### config.mk
export PLATFORM = sky130hd
export DESIGN_NAME = tspwm_gate_ctrl
export DESIGN_NICKNAME = d
export VERILOG_FILES = /design/src/rtl/tspwm_pkg.sv /design/src/rtl/tspwm_level_track.sv /design/src/rtl/tspwm_nonoverlap.sv /design/src/rtl/tspwm_gate_ctrl.sv
export SDC_FILE = /design/constraint.sdc
export NUM_CORES = 1
export LEC_CHECK = 0
export ABC_AREA = 1
export BUFFER_PORTS_ARGS = -buffer_cell sky130_fd_sc_hd__buf_4
export CAP_MARGIN = 25
export CORE_MARGIN = 1.5
export CORE_UTILIZATION = 30
export CTS_BUF_LIST = sky130_fd_sc_hd__clkbuf_4 sky130_fd_sc_hd__clkbuf_8
export DETAILED_ROUTE_END_ITERATION = 12
export PLACE_DENSITY = 0.46
export SKIP_CTS_REPAIR_TIMING = 1
export SLEW_MARGIN = 40
export SYNTH_ARGS = -nofsm -noshare
export SYNTH_HDL_FRONTEND = slang
export SYNTH_HIERARCHICAL = 1
export SYNTH_SLANG_ARGS = --single-unit
### constraint.sdc
create_clock -name clk -period 2 [get_ports clk]
set_clock_uncertainty 0.2 [all_clocks]
set_input_delay 0.2 -clock clk [delete_from_list [all_inputs] [get_ports clk]]
set_output_delay 0.2 -clock clk [all_outputs]
set_load 0.005 [all_outputs]
### src/rtl/tspwm_pkg.sv
package tspwm_pkg;
    typedef enum logic [1:0] {
        LVL_LOW  = 2'd0,
        LVL_MID  = 2'd1,
        LVL_HIGH = 2'd2
    } pwm_lvl_e;

    function automatic pwm_lvl_e classify(input logic above, input logic below);
        if (above)      return LVL_HIGH;
        else if (below) return LVL_LOW;
        else            return LVL_MID;
    endfunction
endpackage

### src/rtl/tspwm_level_track.sv
module tspwm_level_track
    import tspwm_pkg::*;
#(
    parameter int HOLD_CYC = 12
) (
    input  logic clk,
    input  logic rst_n,
    input  logic pwm_above,
    input  logic pwm_below,
    input  logic supply_ok,
    output logic tri_off,
    output logic last_high
);
    localparam int CW = $clog2(HOLD_CYC + 1);
    localparam logic [CW-1:0] CNT_LAST = CW'(HOLD_CYC - 1);

    typedef struct packed {
        logic          tri_off;
        logic          last_high;
        logic [CW-1:0] cnt;
    } trk_t;

    trk_t     st_d, st_q;
    pwm_lvl_e lvl;

    always_comb begin
        lvl  = classify(pwm_above, pwm_below);
        st_d = st_q;
        if (!supply_ok) begin
            st_d.tri_off   = 1'b1;
            st_d.last_high = 1'b0;
            st_d.cnt       = '0;
        end else begin
            unique case (lvl)
                LVL_HIGH: begin
                    st_d.tri_off   = 1'b0;
                    st_d.last_high = 1'b1;
                    st_d.cnt       = '0;
                end
                LVL_LOW: begin
                    st_d.last_high = 1'b0;
                    st_d.cnt       = '0;
                end
                default: begin
                    if (st_q.cnt == CNT_LAST) st_d.tri_off = 1'b1;
                    else                      st_d.cnt     = st_q.cnt + 1'b1;
                end
            endcase
        end
    end

    always_ff @(posedge clk) begin
        if (!rst_n) begin
            st_q.tri_off   <= 1'b1;
            st_q.last_high <= 1'b0;
            st_q.cnt       <= '0;
        end else begin
            st_q <= st_d;
        end
    end

    assign tri_off   = st_q.tri_off;
    assign last_high = st_q.last_high;

    p_holdoff_r2: assert property (@(posedge clk) disable iff (!rst_n)
        (supply_ok && !pwm_above && !pwm_below && st_q.cnt == CNT_LAST) |=> tri_off);

    p_exit_high_r3: assert property (@(posedge clk) disable iff (!rst_n)
        $fell(tri_off) |-> $past(pwm_above));

    p_supply_tri_r7: assert property (@(posedge clk) disable iff (!rst_n)
        !supply_ok |=> tri_off);
endmodule

### src/rtl/tspwm_nonoverlap.sv
module tspwm_nonoverlap #(
    parameter int DEAD_CYC = 2
) (
    input  logic clk,
    input  logic rst_n,
    input  logic want_hs,
    input  logic want_ls,
    output logic hs_gate,
    output logic ls_gate
);
    localparam int DW = (DEAD_CYC < 1) ? 1 : $clog2(DEAD_CYC + 1);
    localparam logic [DW-1:0] GAP_FULL = DW'(DEAD_CYC);

    typedef struct packed {
        logic          hs;
        logic          ls;
        logic [DW-1:0] gap;
    } gate_t;

    gate_t st_d, st_q;
    logic  gap_ok;

    always_comb begin
        gap_ok  = (st_q.gap >= GAP_FULL);
        st_d.hs = want_hs && !want_ls && (st_q.hs || (!st_q.ls && gap_ok));
        st_d.ls = want_ls && !want_hs && (st_q.ls || (!st_q.hs && gap_ok));
        if (st_q.hs || st_q.ls) st_d.gap = '0;
        else if (!gap_ok)       st_d.gap = st_q.gap + 1'b1;
        else                    st_d.gap = st_q.gap;
    end

    always_ff @(posedge clk) begin
        if (!rst_n) begin
            st_q.hs  <= 1'b0;
            st_q.ls  <= 1'b0;
            st_q.gap <= GAP_FULL;
        end else begin
            st_q <= st_d;
        end
    end

    assign hs_gate = st_q.hs;
    assign ls_gate = st_q.ls;

    p_no_overlap_r6: assert property (@(posedge clk) disable iff (!rst_n)
        !(hs_gate && ls_gate));

    p_hs_after_ls_off_r6: assert property (@(posedge clk) disable iff (!rst_n)
        $rose(hs_gate) |-> !$past(ls_gate));

    p_ls_after_hs_off_r6: assert property (@(posedge clk) disable iff (!rst_n)
        $rose(ls_gate) |-> !$past(hs_gate));
endmodule

### src/rtl/tspwm_gate_ctrl.sv
module tspwm_gate_ctrl #(
    parameter int HOLD_CYC = 12,
    parameter int DEAD_CYC = 2
) (
    input  logic clk,
    input  logic rst_n,
    input  logic pwm_above,
    input  logic pwm_below,
    input  logic enable,
    input  logic ls_permit,
    input  logic supply_ok,
    output logic hs_gate,
    output logic ls_gate,
    output logic tri_off
);
    logic trk_tri, trk_high;
    logic run_ok, want_hs, want_ls;

    tspwm_level_track #(.HOLD_CYC(HOLD_CYC)) u_track (
        .clk       (clk),
        .rst_n     (rst_n),
        .pwm_above (pwm_above),
        .pwm_below (pwm_below),
        .supply_ok (supply_ok),
        .tri_off   (trk_tri),
        .last_high (trk_high)
    );

    always_comb begin
        run_ok  = supply_ok && enable && !trk_tri;
        want_hs = run_ok && trk_high;
        want_ls = run_ok && !trk_high && ls_permit;
    end

    tspwm_nonoverlap #(.DEAD_CYC(DEAD_CYC)) u_nov (
        .clk     (clk),
        .rst_n   (rst_n),
        .want_hs (want_hs),
        .want_ls (want_ls),
        .hs_gate (hs_gate),
        .ls_gate (ls_gate)
    );

    assign tri_off = trk_tri;

    p_supply_off_r7: assert property (@(posedge clk) disable iff (!rst_n)
        !supply_ok |=> (!hs_gate && !ls_gate));

    p_enable_off_r5: assert property (@(posedge clk) disable iff (!rst_n)
        !enable |=> (!hs_gate && !ls_gate));

    p_ls_block_r8: assert property (@(posedge clk) disable iff (!rst_n)
        !ls_permit |=> !ls_gate);

    p_tri_gates_low_r2: assert property (@(posedge clk) disable iff (!rst_n)
        tri_off |=> (!hs_gate && !ls_gate));
endmodule

# Yosys cells after proc, flatten, opt, wreduce, memory -nomap -nowiden

Index checks and enable logic that the tools add are counted.

Bitwise logic cells: 3
Order comparisons: 1
Muxes and demuxes: 7
Reduce and logical (&&, ||, !) cells: 27
Equal/unequal tests: 3
$add $sub $neg: 2

Operators by type and width:

| kind                  | count |
|---|---|
| $logic_and A1 B1 Y1   | 11 |
| $logic_not A1 Y1      | 6 |
| $mux W2               | 3 |
| $add A4 B1 Y4 const B | 1 |
| $eq A4 B4 Y1 const B  | 1 |
| $pmux W1 S2           | 2 |
| $reduce_and A2 Y1     | 2 |
| $reduce_bool A2 Y1    | 2 |
| $reduce_or A4 Y1      | 1 |
| $logic_or A1 B1 Y1    | 3 |
| $not A1 Y1            | 3 |
| $add A2 B1 Y2 const B | 1 |
| $eq A2 B2 Y1 const B  | 1 |
| $ge A2 B2 Y1 const B  | 1 |
| $logic_not A2 Y1      | 1 |
| $mux W1               | 2 |
| $ne A2 B2 Y1 const B  | 1 |
| $reduce_or A2 Y1      | 1 |

Bits in registers: 10

# Logic depth before layout (Yosys ltp)

Gate-level depths: netlist of run 1.

Word-level depth: 7
Mapped depth: 5

# Cells and area by module

Netlist of run 1, hierarchy kept.

By module, submodules not included:

| module            | area an instance (µm²) | cells an instance | instances | seq. area each (µm²) |
|---|---|---|---|---|
| tspwm_level_track | 260.2                  | 35                | 1         | 120.1 |
| tspwm_nonoverlap  | 152.6                  | 20                | 1         | 80.1 |
| tspwm_gate_ctrl   | 28.8                   | 6                 | 1         | 0.0 |

# Least setup slack after synthesis of run 1

Ideal clock, no wire load.

Path type: flip-flop to flip-flop
Start point: register u_track/st_q[0] (netlist bit)
End point: register u_track/st_q[2] (netlist bit)
Setup slack: 0.836 ns
Arrival: 0.898 ns
Buffers on the path: 0
Clock period less this slack: 1.164 ns
Stages on the path, launching flop included: 4
Required time: 1.734 ns
Library setup time: 0.066 ns
Cells stage by stage: dfxtp_1 > ha_1 > or2_0 > a21oi_2

Cells in the longest elaborated chain, start to end: 1
Elaborated cells between the ends (all ways): 2
Those cells by class: add/sub: 1; eq/ne: 1

RTL lines:

| element                                              | RTL line                                         | RTL |
|---|---|---|
| start, declared                                      | tspwm_level_track.sv:23                          | `trk_t st_d, st_q;` |
| start signal, assigned                               | tspwm_level_track.sv:58                          | `st_q <= st_d;` |
| $add A4 B1 Y4 / $eq A4 B4 Y1 (equally long branches) | tspwm_level_track.sv:46, tspwm_level_track.sv:45 |  |

Several ways; a longest one is shown, not always the timed one.
A chain may end at the register's enable or synchronous reset.

# Worst setup path after layout of run 1

Start point: input rst_n
End point: register u_track/st_q[0] (netlist bit)

Cells in the longest elaborated chain, start to end: 2

RTL lines:

| element                           | RTL line             | RTL |
|---|---|---|
| start, declared                   | tspwm_gate_ctrl.sv:6 | `input logic rst_n,` |
| $not A1 Y1 (no source line)       | --                   |  |
| $reduce_or A4 Y1 (no source line) | --                   |  |

Every way passes these cells.

==> results, run 1 <==
- The flow ran to the end, but the final reports show violations.
- The final reports fail on hold timing.
- The number of register bits inferred by synthesis is 10.
- In this run the number of H-tree levels came out at 1.
- For this design the static power due to leakage is ~0.00027 uW.
- The CTS tree is built.
- The width of the die is a little over 40 um.
- After synthesis, the share of cell area in mux cells is 0.
- The path type of the worst min-delay path is input port to flip-flop.
- The number of maximum-capacitance constraint violations is 0.
- The pre-antenna-repair detailed-routing pass consisted of 4 iterations.
- The final non-filler cell area is between 500 and 600 um2.
- The shortest period the worst path allows is 1.30 ns.
- IR analysis of the VDD net gives a maximum drop of around 490 uV.
- The main combinational cell family by area after synthesis is simple AND/OR/NAND/NOR gates.
- The startpoint class of the critical path is an input port.
- The area share of xor/xnor cells in the synthesized design is 0.
- The final setup violation count is 0.
- The worst-skew pair later-pin latency is 0.26 ns.
- On the final layout, the worst hold slack is -0.00248 ns.
- Sorting the synthesized cells by how often they occur yields 10 x sky130_fd_sc_hd__dfxtp_1, 10 x sky130_fd_sc_hd__nand2_1, 10 x sky130_fd_sc_hd__nor2_1.
- Setup repair after global routing left no endpoint under its margin.
- For this run, the leading register cell type out of synthesis is sky130_fd_sc_hd__dfxtp_1.
- Wires add up to 763 um.
- The cell count of the worst hold path is 4.
- At the worst endpoint, the required time is 2.00 ns.
- After synthesis, the cell types taking the most area are sky130_fd_sc_hd__dfxtp_1 45%, sky130_fd_sc_hd__nand2_1 8.5%, sky130_fd_sc_hd__nor2_1 8.5%.
- 0 antenna diodes ended up in the layout.
- After floorplanning, the core was divided into 13 placement rows.
- The post-synthesis simple-gate area fraction is 0.314.
- In the synthesized netlist, the number of instances is ~60.
- The finished layout holds 90 standard cells, fillers aside.
- The maximum number of buffers from clock root to sink is 2.
- The cell sitting at the root of the clock tree is a sky130_fd_sc_hd__clkbuf_4.
- In the routed layout, each cell is associated on average with a via count of around 4.4.
- The final period utilization is 0.649.
- The hold violation total from the final report is 1.
- The post-synthesis net count is 69.
- During I/O placement, the number of pins put on the boundary was 10.
- The count of nets left with antenna violations once routing finished came out at 0.
- The count of flip-flops with a built-in enable after synthesis is 0.
- The async set-reset flop share out of synthesis is 0.
- The first-pass GRT wire length is 1260 um.
- For this configuration, the core starts out at a cell density of 0.331.
- The via count of the first global-routing pass is approximately 320.
- The weighted congestion reported at the end of routability-driven placement is 0.673.
- The max-slew violation count is 0.
- In this run the power density over the cells is 715 nW/um2.
- The share of layout cells above drive strength 1 is 0.227.
- The standard cell core area is 1330 um2.
- The first routing iteration left 9 violations.
- The cell accounting for the most synthesized area is sky130_fd_sc_hd__dfxtp_1.
- Of the post-synthesis cell area, the dominant cell type holds 0.453.
- The post-layout net count is 84.
- Of the total synthesized cell area, the portion taken by full adders, half adders and majority gates is 0.0283.
- STA puts the critical path data arrival time at approximately 1.3 ns.
- The area growth from synthesis to layout is 30.0%.
- The slew of the pin with the lowest slew margin is 0.148 ns.
- The clock transition at the register clock pins on the worst setup and hold paths after CTS is 0.07 ns.
- The area of the mapped netlist is around 440 um2.
- After layout, the worst setup slack is about 0.70 ns.
- The worst setup path is captured at a flip-flop.
- The fraction of the mapped netlist area in compound gates is 0.110.
- The register area share after synthesis is 0.453.
- In this run the cell area measured after placement is about 530 um2.
- The total via count in the routed design is roughly 400.
- The layout filler cell count is ~150.
- The largest fanout of any net on the critical path is 5.
- Once placement completed, the tool counted placed cells totaling 85.
- The die extent in y is between 40 and 50 um.
- In this run the tightest slew margin relative to its limit is 0.901.
- For the final routed database, the setup TNS stands at 0 ns.
- The detailed-route DRC error count is 0.
- The critical setup path kind is input port to flip-flop.
- The count of unique library cells instantiated by Yosys is 15.
- Across every metal layer, demand over resource in global routing totals 0.124.
- Detailed placement ended at an HPWL of ~610 um.
- Entering global routing, the biggest net connects 7 pins.
- The overall die area is between 1500 and 2000 um2.
- Yosys printed 6 warnings.
- The worst slack after detailed placement is a little under 0.8 ns.
- Dividing the detail-routed wire length by the instance count gives about 8.5 um.
- The total CTS buffers is 3.
- The number of antenna violations at the first check in global routing is 0.
- The sink count of the clock tree is 10.
- The maximum clock frequency is ~770 MHz.
- The count of buffers added on input and output ports is 9.
- A synthesized cell averages about 7.2 um2.
- The sum of overflow across all layers after global routing is 0.
- The worst reg-to-reg path cell count is 3.
[layout by cell type (no fill, tap or decap), types with 2 or more instances in the layout]
cell type	synthesis	layout
sky130_fd_sc_hd__clkbuf_4	0	3
sky130_fd_sc_hd__inv_2	2	2
sky130_fd_sc_hd__inv_1	9	9
sky130_fd_sc_hd__nand3b_1	2	2
sky130_fd_sc_hd__a21oi_1	6	6
sky130_fd_sc_hd__nor2_1	10	10
sky130_fd_sc_hd__nand2_1	10	10
sky130_fd_sc_hd__buf_4	0	9
sky130_fd_sc_hd__nand4_1	2	2
sky130_fd_sc_hd__nand3_1	4	4
sky130_fd_sc_hd__dfxtp_1	10	10
[state kept, by name, indices dropped and copies added, names as in the netlist]
name,cells
u_nov/st_q,2
u_nov/ls_gate,1
u_track/last_high,1
u_track/tri_off,1
u_nov/hs_gate,1
u_track/st_q,4
[worst max-delay path, cell delays in order]
cell                            delay (ns)
sky130_fd_sc_hd__dlygate4sd3_1        0.52
sky130_fd_sc_hd__buf_4                0.12
sky130_fd_sc_hd__nand2_1              0.08
sky130_fd_sc_hd__nor2_1               0.15
sky130_fd_sc_hd__inv_1                0.10
sky130_fd_sc_hd__a21oi_1              0.12
[report_power, final]
group	switching [uW]	internal [uW]	total, uW	leakage, uW
Combinational	11.0	14.4	25.4	0.000166
Sequential	2.06	202	204	0.0000811
Clock	70.7	111	181	0.0000210
Total	83.8	327	411	0.000268
[routing by layer]
layer	global-route usage	vias up	share of wire
met4	0.0726	0	0.020
met5	0	-	0
met3	0.0957	2	0.059
met1	0.126	164	0.49
li1	-	222	-
met2	0.180	8	0.43
[area by class of cell]
cell class	count	area (um2)	share of cell area
clock buffers	4	36.3	0.0632
multi-input cells	40	200	0.349
repair buffers	10	77.6	0.135
inverters	11	41.3	0.0719
flip-flops and latches	10	200	0.349
well taps	15	18.8	0.0327
[cells by family (layout without fill, tap and decap cells)]
kind of cell | after synthesis | count (layout)
AO/OA/AOI/OAI | 9 | 9
adder cells (fa/ha/maj) | 1 | 1
buffers and inverters | 11 | 25
flip-flops | 10 | 10
AND/OR/NAND/NOR | 30 | 30
[path summary, 6_finish.rpt]
check                    start           endpoint  slack, ns
min                  pwm_below  u_track/last_high     -0.002
min reg2reg  u_track/last_high  u_track/last_high       0.26
max                      rst_n    u_track/st_q[0]       0.70
max reg2reg    u_track/st_q[0]    u_track/st_q[2]       0.78
[metrics by stage]
stage | total power [uW] | hold WS (ns) | utilization
finish | 411 | -0.00248 | 0.431
global route | 431 | 0.00964 | 0.431
CTS | 421 | -0.0756 | 0.423
detailed placement | 233 | 0.218 | 0.396
global placement | 233 | 0.230 | 0.396
floorplan | 219 | 0.0800 | -
Power figures use the tool's default switching activity.
==> run 2, diff against run 1 <==
--- a/config.mk
+++ b/config.mk
@@ -12,7 +12,7 @@
 export CORE_UTILIZATION = 30
 export CTS_BUF_LIST = sky130_fd_sc_hd__clkbuf_4 sky130_fd_sc_hd__clkbuf_8
 export DETAILED_ROUTE_END_ITERATION = 12
-export PLACE_DENSITY = 0.46
+export PLACE_DENSITY = 0.48
 export SKIP_CTS_REPAIR_TIMING = 1
 export SLEW_MARGIN = 40
 export SYNTH_ARGS = -nofsm -noshare
==> constraint.sdc (replaced) <==
create_clock -name clk -period 1.15 [get_ports clk]
set_clock_uncertainty 0.2 [all_clocks]
set_input_delay 0.115 -clock clk [delete_from_list [all_inputs] [get_ports clk]]
set_output_delay 0.115 -clock clk [all_outputs]
set_load 0.005 [all_outputs]
==> run 2 against run 1 <==
The run now ends clean. Via count is 11% higher. First-iteration DRC count is 44% lower. Core utilization is 5.2 points higher. Non-clock buffer count is 6 higher. Combinational power is 130% higher. Final cell count is 6.7% higher. Largest cell class is now multi-input combinational cells. Largest power group unchanged. Highest routed layer unchanged.
==> results, run 2 (synthesis results as in run 1) <==
- The sink count of the clock tree is 10 (unchanged).
- The number of antenna repair diodes is 0 (unchanged).
- Registers with the most flip-flops: u_track/st_q (4), u_nov/st_q (2) (unchanged).
- The met2 routed wirelength was 438 um (was 330 um).
- The clock transition at the register clock pins on the worst setup and hold paths after CTS is 0.07 ns (about the same).
- The shortest period the worst path allows is about 1.1 ns.
- The cell area after placement is 546 um2 (was 528 um2).
- The slew of the pin with the lowest slew margin is 0.155 ns (was 0.148 ns).
- The maximum vdd ir drop is 1010 uV (was 490 uV).
- The die extent in y is 41.4 um (unchanged).
- The worst slack after detailed placement is 0.0164 ns (was 0.778 ns).
- The hold violation total from the final report came to 0 (was 1).
- The sum of negative setup slack is 0 ns (unchanged).
- The number of placed instances, taps included is 87 (was 85).
- The weighted congestion reported at the end of routability-driven placement is 0.682 (was 0.673).
- The topmost layer with routed signal wires is met4 (unchanged).
- The number of antenna violations at the first check in global routing was 0 (unchanged).
- The share of layout cells above drive strength 1 is 0.259 (was 0.227).
- The post-DP HPWL came to 644 um (was 612 um).
- Leaving out fill and tap cells, the most frequent cell in the layout is sky130_fd_sc_hd__buf_4.
- The number of DRC markers in iteration 0 is 5 (was 9).
- The first-pass GRT wire length was 1370 um (was 1260 um).
- The total CTS buffers came to 3 (unchanged).
- The largest fanout of any net on the critical path is 5 (unchanged).
- The total via count in the routed design is 439 (was 396).
- The max-slew violation count is 0 (unchanged).
- The leakage component of the power is 0.000290 uW (was 0.000268 uW).
- The maximum level of the CTS H-tree is 1 (unchanged).
- The global-route total usage across every layer is 0.132 (was 0.124).
- The maximum clock frequency is 915 MHz.
- The via density per instance is 4.57 (was 4.40).
- The path type of the worst min-delay path is input port to flip-flop (unchanged).
- The startpoint class of the critical path was a flip-flop (was input port).
- The capture point of the worst reg-to-reg path is u_track/st_q[2] (unchanged).
- The required time at the worst-slack endpoint is 1.15 ns (was 2.00 ns).
- The number of maximum-capacitance constraint violations was 0 (unchanged).
- The met1 wire length is 439 um (was 371 um).
- The clock root buffer was sky130_fd_sc_hd__clkbuf_4 (unchanged).
- The count of antenna-violating nets left after detailed routing is 0 (unchanged).
- The maximum number of buffers from clock root to sink is 2 (unchanged).
- The final setup violation count is 0 (unchanged).
- The count of TritonRoute iterations in the first routing pass was 4 (unchanged).
- The CTS tree is built (unchanged).
- The wire length per cell is 9.63 um (was 8.48 um).
- The capture point of the worst path is u_track/st_q[2] (was u_track/st_q[0]).
- Commonest cells after routing, fill and taps aside: 11 x sky130_fd_sc_hd__buf_4, 10 x sky130_fd_sc_hd__nor2_1, 10 x sky130_fd_sc_hd__nand2_1 (was 10 x sky130_fd_sc_hd__nor2_1, 10 x sky130_fd_sc_hd__nand2_1, 10 x sky130_fd_sc_hd__dfxtp_1).
- The cell row count came to 13 (unchanged).
- The maximum number of pins on one net before global-route repair was 7 (unchanged).
- The worst-skew pair later-pin latency was 0.26 ns (about the same).
- The layout filler cell count was 135 (was 149).
- The standard cell core area came to 1330 um2 (unchanged).
- The I/O pin count is 10 (unchanged).
- The power per standard cell area came to 1120 nW/um2 (was 715 nW/um2).
- The worst hold slack was 0.0113 ns (was -0.00248 ns).
- The starting density of the core is 0.331 (unchanged).
- The startpoint of the worst setup timing path is u_track/st_q[1] (was rst_n).
- Cell Chain, Critical Path: ha_4 -> or2_1 -> a21oi_2 (was dlygate4sd3_1 -> buf_4 -> nand2_1 -> nor2_1 -> inv_1 -> a21oi_1).
- The startpoint of the worst register-to-register path is u_track/st_q[1] (was u_track/st_q[0]).
- The worst reg-to-reg path cell count is 3 (unchanged).
- The kind of capture point of the worst setup path is a flip-flop (unchanged).
- The final non-filler cell area came to 643 um2 (was 574 um2).
- The critical setup path kind is flip-flop to flip-flop (was input port to flip-flop).
- The final period utilization is 0.950.
- The flip-flop count of the largest register after layout came to 4 (unchanged).
- The post-layout net count came to 90 (was 84).
- Run status: complete, no violations (was finished, violations left).
- The cell type of the slowest stage on the worst timing path is sky130_fd_sc_hd__dfxtp_1 (was sky130_fd_sc_hd__dlygate4sd3_1).
- The relative area change from synthesis to final layout was 45.6% (was 30.0%).
- The via count of the first global-routing pass was 377 (was 324).
- The count of input and output buffers was 9 (unchanged).
- The worst-case headroom to the max-slew limit is 0.896 (was 0.901).
- The detailed-route DRC error count is 0 (unchanged).
- The length of routed met3 wiring is 36 um (was 45 um).
- The largest stage delay on the critical path is 0.33 ns (was 0.52 ns).
- The data arrival at the endpoint of the critical path is 1.09 ns (was 1.30 ns).
- The non-filler instance count after layout was 96 (was 90).
- The register-to-register setup slack was 0.06 ns (was 0.78 ns).
- The overall die area is 1710 um2 (unchanged).
- The sum of overflow across all layers after global routing is 0 (unchanged).
- The width of the die came to 41.4 um (unchanged).
- The final setup slack of the worst path is 0.0575 ns (was 0.702 ns).
- The register ranked first by flip-flop count is u_track/st_q (unchanged).
- The routed wire length came to 924 um (was 763 um).
- Setup repair after global routing missed its margin: no (unchanged).
## run 2: stage by stage
step	util	total power, uW
floorplan	-	380
global placement	0.409	408
detailed placement	0.409	408
CTS	0.436	729
global route	0.482	770
finish	0.482	722
## run 2: routing by layer
metal | vias up | GRT usage
met4 | 0 | 0.0484
met3 | 2 | 0.0957
met1 | 197 | 0.130
met2 | 6 | 0.215
li1 | 234 | -
met5 | - | 0
## run 2: cell type report
type | count | area, um2 | area share
Multi-Input combinational cell | 40 | 213 | 0.331
Sequential cell | 10 | 201 | 0.313
Timing Repair Buffer | 16 | 133 | 0.206
Inverter | 11 | 41.3 | 0.0642
Clock buffer | 4 | 36.3 | 0.0564
Tap cell | 15 | 18.8 | 0.0292
## run 2: worst min path at each step
stage,to,depth (start not counted),slack [ns],from
2_1_floorplan,u_nov/st_q[1],1,-0.005,rst_n
3_3_place_gp,u_nov/st_q[1],2,0.13,rst_n
3_5_place_dp,u_nov/st_q[1],2,0.14,rst_n
4_1_cts,u_nov/st_q[1],2,-0.15,rst_n
5_1_grt,u_track/tri_off,4,0.03,supply_ok
6_report,u_track/st_q[3],6,0.01,pwm_below
## run 2: worst max-delay path, delay by kind of cell, from the launching register on
family | cells | cell delay, ns
DFF | 1 | 0.33
and+or+nand+nor | 1 | 0.21
adders and majority gates | 1 | 0.17
AOI/OAI and AO/OA | 1 | 0.12
## run 2: power by group
part | internal, uW | leakage, uW | switching [uW]
registers | 352 | 0.0000815 | 3.88
clock network | 192 | 0.0000210 | 115
logic | 35.7 | 0.000187 | 23.6
total | 580 | 0.000290 | 143
==> run 3, diff against run 2 <==
--- a/config.mk
+++ b/config.mk
@@ -5,7 +5,6 @@
 export SDC_FILE = /design/constraint.sdc
 export NUM_CORES = 1
 export LEC_CHECK = 0
-export ABC_AREA = 1
 export BUFFER_PORTS_ARGS = -buffer_cell sky130_fd_sc_hd__buf_4
 export CAP_MARGIN = 25
 export CORE_MARGIN = 1.5
==> constraint.sdc (replaced) <==
create_clock -name clk -period 1.15 [get_ports clk]
set_clock_uncertainty 0.2 [all_clocks]
set_input_delay 0.115 -clock clk [delete_from_list [all_inputs] [get_ports clk]]
set_output_delay 0.115 -clock clk [all_outputs]
set_load 0.05 [all_outputs]
==> run 3 against run 2 <==
The flow now finishes with violations (hold timing, setup timing). Sequential share of layout area increased by 1.1 points. Non-clock buffer count shrank 2. Clock-buffer cell count did not move. Combinational power shrank 2%. Flip-flop and latch count is the same. Synthesized area fell by 4.2%. Via count shrank 16%. Critical path type unchanged. Largest cell class unchanged. Largest power group unchanged.
==> results, run 3 <==
- Run status: finished, violations left (was complete, no violations).
- The checks that failed: hold timing, setup timing.
- The sum of negative setup slack is -0.190 ns (was 0 ns).
- The largest stage delay on the critical path is 0.33 ns (about the same).
- The most frequently used flop master after synthesis is sky130_fd_sc_hd__dfxtp_1 (unchanged).
- The first-pass GRT wire length is 1520 um (was 1370 um).
- The slew of the pin with the lowest slew margin came to 0.216 ns (was 0.155 ns).
- The path type of the worst min-delay path is input port to flip-flop (unchanged).
- The post-DP HPWL came to 694 um (was 644 um).
- The worst-case headroom to the max-slew limit is 0.855 (was 0.896).
- The number of antenna violations at the first check in global routing is 0 (unchanged).
- The shortest period the worst path allows came to 1.22 ns (was 1.09 ns).
- The power per standard cell area is 1110 nW/um2 (was 1120 nW/um2).
- The global-route total usage across every layer is 0.151 (was 0.132).
- The count of input and output buffers is 9 (unchanged).
- The maximum clock frequency is 818 MHz (was 915 MHz).
- The sum of overflow across all layers after global routing is 0 (unchanged).
- The starting density of the core came to 0.325 (was 0.331).
- The wire length per cell is 11.6 um (was 9.63 um).
- The weighted congestion reported at the end of routability-driven placement is 0.649 (was 0.682).
- The CTS tree is built (unchanged).
- The worst slack after detailed placement is -0.0672 ns (was 0.0164 ns).
- The capture point of the worst reg-to-reg path is u_track/st_q[1] (was u_track/st_q[2]).
- The register-to-register setup slack was -0.07 ns (was 0.06 ns).
- The overall die area is 1640 um2 (was 1710 um2).
- The area of the mapped netlist is 423 um2 (was 442 um2).
- In the post-synthesis netlist, the cell with the most instances is sky130_fd_sc_hd__dfxtp_1.
- Post-synth top cells: 10 x sky130_fd_sc_hd__dfxtp_1, 7 x sky130_fd_sc_hd__nor2_1, 4 x sky130_fd_sc_hd__inv_1, 4 x sky130_fd_sc_hd__nand2_1 (was 10 x sky130_fd_sc_hd__dfxtp_1, 10 x sky130_fd_sc_hd__nand2_1, 10 x sky130_fd_sc_hd__nor2_1).
- The layout filler cell count was 129 (was 135).
- The via density per instance is 4.72 (was 4.57).
- The clock root buffer was sky130_fd_sc_hd__clkbuf_4 (unchanged).
- Commonest cells after routing, fill and taps aside: 11 x sky130_fd_sc_hd__buf_4, 7 x sky130_fd_sc_hd__nor2_1 (was 11 x sky130_fd_sc_hd__buf_4, 10 x sky130_fd_sc_hd__nor2_1, 10 x sky130_fd_sc_hd__nand2_1).
- The flip-flop count of the largest register after layout is 4 (unchanged).
- The I/O pin count is 10 (unchanged).
- The number of maximum-capacitance constraint violations is 0 (unchanged).
- The startpoint class of the critical path is a flip-flop (unchanged).
- The relative area change from synthesis to final layout came to 55.3% (was 45.6%).
- The critical setup path kind was flip-flop to flip-flop (unchanged).
- The startpoint of the worst register-to-register path is u_track/st_q[0] (was u_track/st_q[1]).
- The worst min-delay path startpoint was pwm_below (unchanged).
- The routed wire length is 907 um (was 924 um).
- The worst reg-to-reg path cell count was 4 (was 3).
- The kind of capture point of the worst setup path is a flip-flop (unchanged).
- The overall power consumption came to 727 uW (was 722 uW).
- The startpoint of the worst setup timing path is u_track/st_q[0] (was u_track/st_q[1]).
- The share of layout cells above drive strength 1 came to 0.476 (was 0.259).
- The final setup violation count is 5 (was 0).
- The worst hold slack came to -0.142 ns (was 0.0113 ns).
- The required time at the worst-slack endpoint is 1.10 ns (was 1.15 ns).
- The maximum level of the CTS H-tree came to 1 (unchanged).
- The clock transition at the register clock pins on the worst setup and hold paths after CTS is 0.07 ns (about the same).
- Registers with the most flip-flops: u_track/st_q (4), u_nov/st_q (2) (unchanged).
- The worst-skew pair later-pin latency is 0.26 ns (about the same).
- The number of DRC markers in iteration 0 came to 4 (was 5).
- The cell area after placement is 558 um2 (was 546 um2).
- Biggest area contributors in the synthesized netlist: sky130_fd_sc_hd__dfxtp_1 47%, sky130_fd_sc_hd__nor2_1 6.2%, sky130_fd_sc_hd__mux2i_1 4.7% (was sky130_fd_sc_hd__dfxtp_1 45%, sky130_fd_sc_hd__nand2_1 8.5%, sky130_fd_sc_hd__nor2_1 8.5%).
- The count of antenna-violating nets left after detailed routing is 0 (unchanged).
- The largest fanout of any net on the critical path is 3 (was 5).
- The count of TritonRoute iterations in the first routing pass was 2 (was 4).
- The per-instance average area after synthesis was 9.40 um2 (was 7.24 um2).
- The count of flip-flops with a built-in enable after synthesis is 0 (unchanged).
- The synthesis warning total is 6 (unchanged).
- The cell count of the worst hold path is 2 (was 6).
- The final non-filler cell area is 657 um2 (was 643 um2).
- The number of antenna repair diodes is 0 (unchanged).
- The standard cell core area was 1300 um2 (was 1330 um2).
- The register ranked first by flip-flop count is u_track/st_q (unchanged).
- The synthesized instance count is 45 (was 61).
- The data arrival at the endpoint of the critical path is 1.17 ns (was 1.09 ns).
- The maximum number of pins on one net before global-route repair is 7 (unchanged).
- The cell accounting for the most synthesized area is sky130_fd_sc_hd__dfxtp_1 (unchanged).
- The maximum vdd ir drop is 607 uV (was 1010 uV).
- The total via count in the routed design is 368 (was 439).
- The via count of the first global-routing pass is 369 (was 377).
- The sink count of the clock tree was 10 (unchanged).
- The cell row count came to 13 (unchanged).
- The die extent in y was 40.5 um (was 41.4 um).
- The detailed-route DRC error count was 0 (unchanged).
- The leading cell type in the layout, fill and taps excluded is sky130_fd_sc_hd__buf_4 (unchanged).
- The post-layout net count was 72 (was 90).
- The maximum number of buffers from clock root to sink is 2 (unchanged).
- The number of register bits inferred by synthesis came to 10 (unchanged).
- Setup repair after global routing missed its margin: yes (was no).
- The end of the worst hold path was u_track/tri_off (was u_track/st_q[3]).
- Cell Chain, Critical Path: ha_4 -> nand3b_1 -> mux2i_1 -> nor2_1 (was ha_4 -> or2_1 -> a21oi_2).
- The async set-reset flop share out of synthesis was 0 (unchanged).
- The leakage component of the power is 0.000286 uW (was 0.000290 uW).
- The hold violation total from the final report is 10 (was 0).
- The max-slew violation count came to 0 (unchanged).
- The cell type of the slowest stage on the worst timing path is sky130_fd_sc_hd__dfxtp_2 (was sky130_fd_sc_hd__dfxtp_1).
- The total CTS buffers is 3 (unchanged).
- The register area share after synthesis is 0.473 (was 0.453).
- The final period utilization is 1.06 (was 0.950).
- The post-synthesis net count is 53 (was 69).
- The width of the die is 40.5 um (was 41.4 um).
- The count of unique library cells instantiated by Yosys was 18 (was 15).
- The proportion of netlist area held by the largest area contributor is 0.473 (was 0.453).
- The final setup slack of the worst path is -0.0721 ns (was 0.0575 ns).
## run 3: layout make-up
type                            instances  area, um2  area share
Clock buffer                            4       36.3      0.0552
Inverter                                4       15.0      0.0229
Multi-Input combinational cell         31        250       0.381
Sequential cell                        10        213       0.324
Tap cell                               15       18.8      0.0286
Timing Repair Buffer                   14        124       0.189
## run 3: cells by family (layout without fill, tap and decap cells)
family,after synthesis,after routing,share of synthesized area
buffers and inverters,4,22,0.0355
XOR/XNOR,3,3,0.0621
flip-flops,10,10,0.473
multiplexers,2,2,0.0473
AND/OR/NAND/NOR,19,19,0.257
adder cells (fa/ha/maj),1,1,0.0296
AO/OA/AOI/OAI,6,6,0.0947
## run 3: critical path: cells and delay by family, from the launching register on
kind | cells | cell delay, ns
AND/OR/NAND/NOR | 2 | 0.22
adder cells (fa/ha/maj) | 1 | 0.15
flip-flops | 1 | 0.33
multiplexers | 1 | 0.21
## run 3: worst max path at each step
stage / endpoint / slack (ns) / depth (start not counted)
6_report: u_track/st_q[1] / -0.07 / 4
5_1_grt: u_track/st_q[1] / -0.15 / 4
2_1_floorplan: u_nov/ls_gate / -0.03 / 3
4_1_cts: u_nov/ls_gate / -0.08 / 3
3_3_place_gp: u_track/st_q[1] / -0.04 / 4
3_5_place_dp: u_nov/ls_gate / -0.07 / 3
## run 3: layer usage
layer | track usage | part of all wire | up-vias
li1 | - | - | 189
met1 | 0.164 | 0.40 | 174
met2 | 0.246 | 0.57 | 5
met3 | 0.0500 | 0.030 | 0
met4 | 0.100 | 0 | 0
met5 | 0 | 0 | -
## run 3: power by group
group	total [uW]	internal, uW	switching (uW)	leakage [uW]
Clock	311	192	119	0.0000210
Combinational	58.1	31.2	26.9	0.000182
Sequential	358	350	8.23	0.0000838
Total	727	573	155	0.000286
## run 3: per-stage QoR
stage                util  std cells
detailed placement  0.429         72
global placement    0.429         72
global route        0.505         78
floorplan               -         45
CTS                 0.457         76
finish              0.505         78
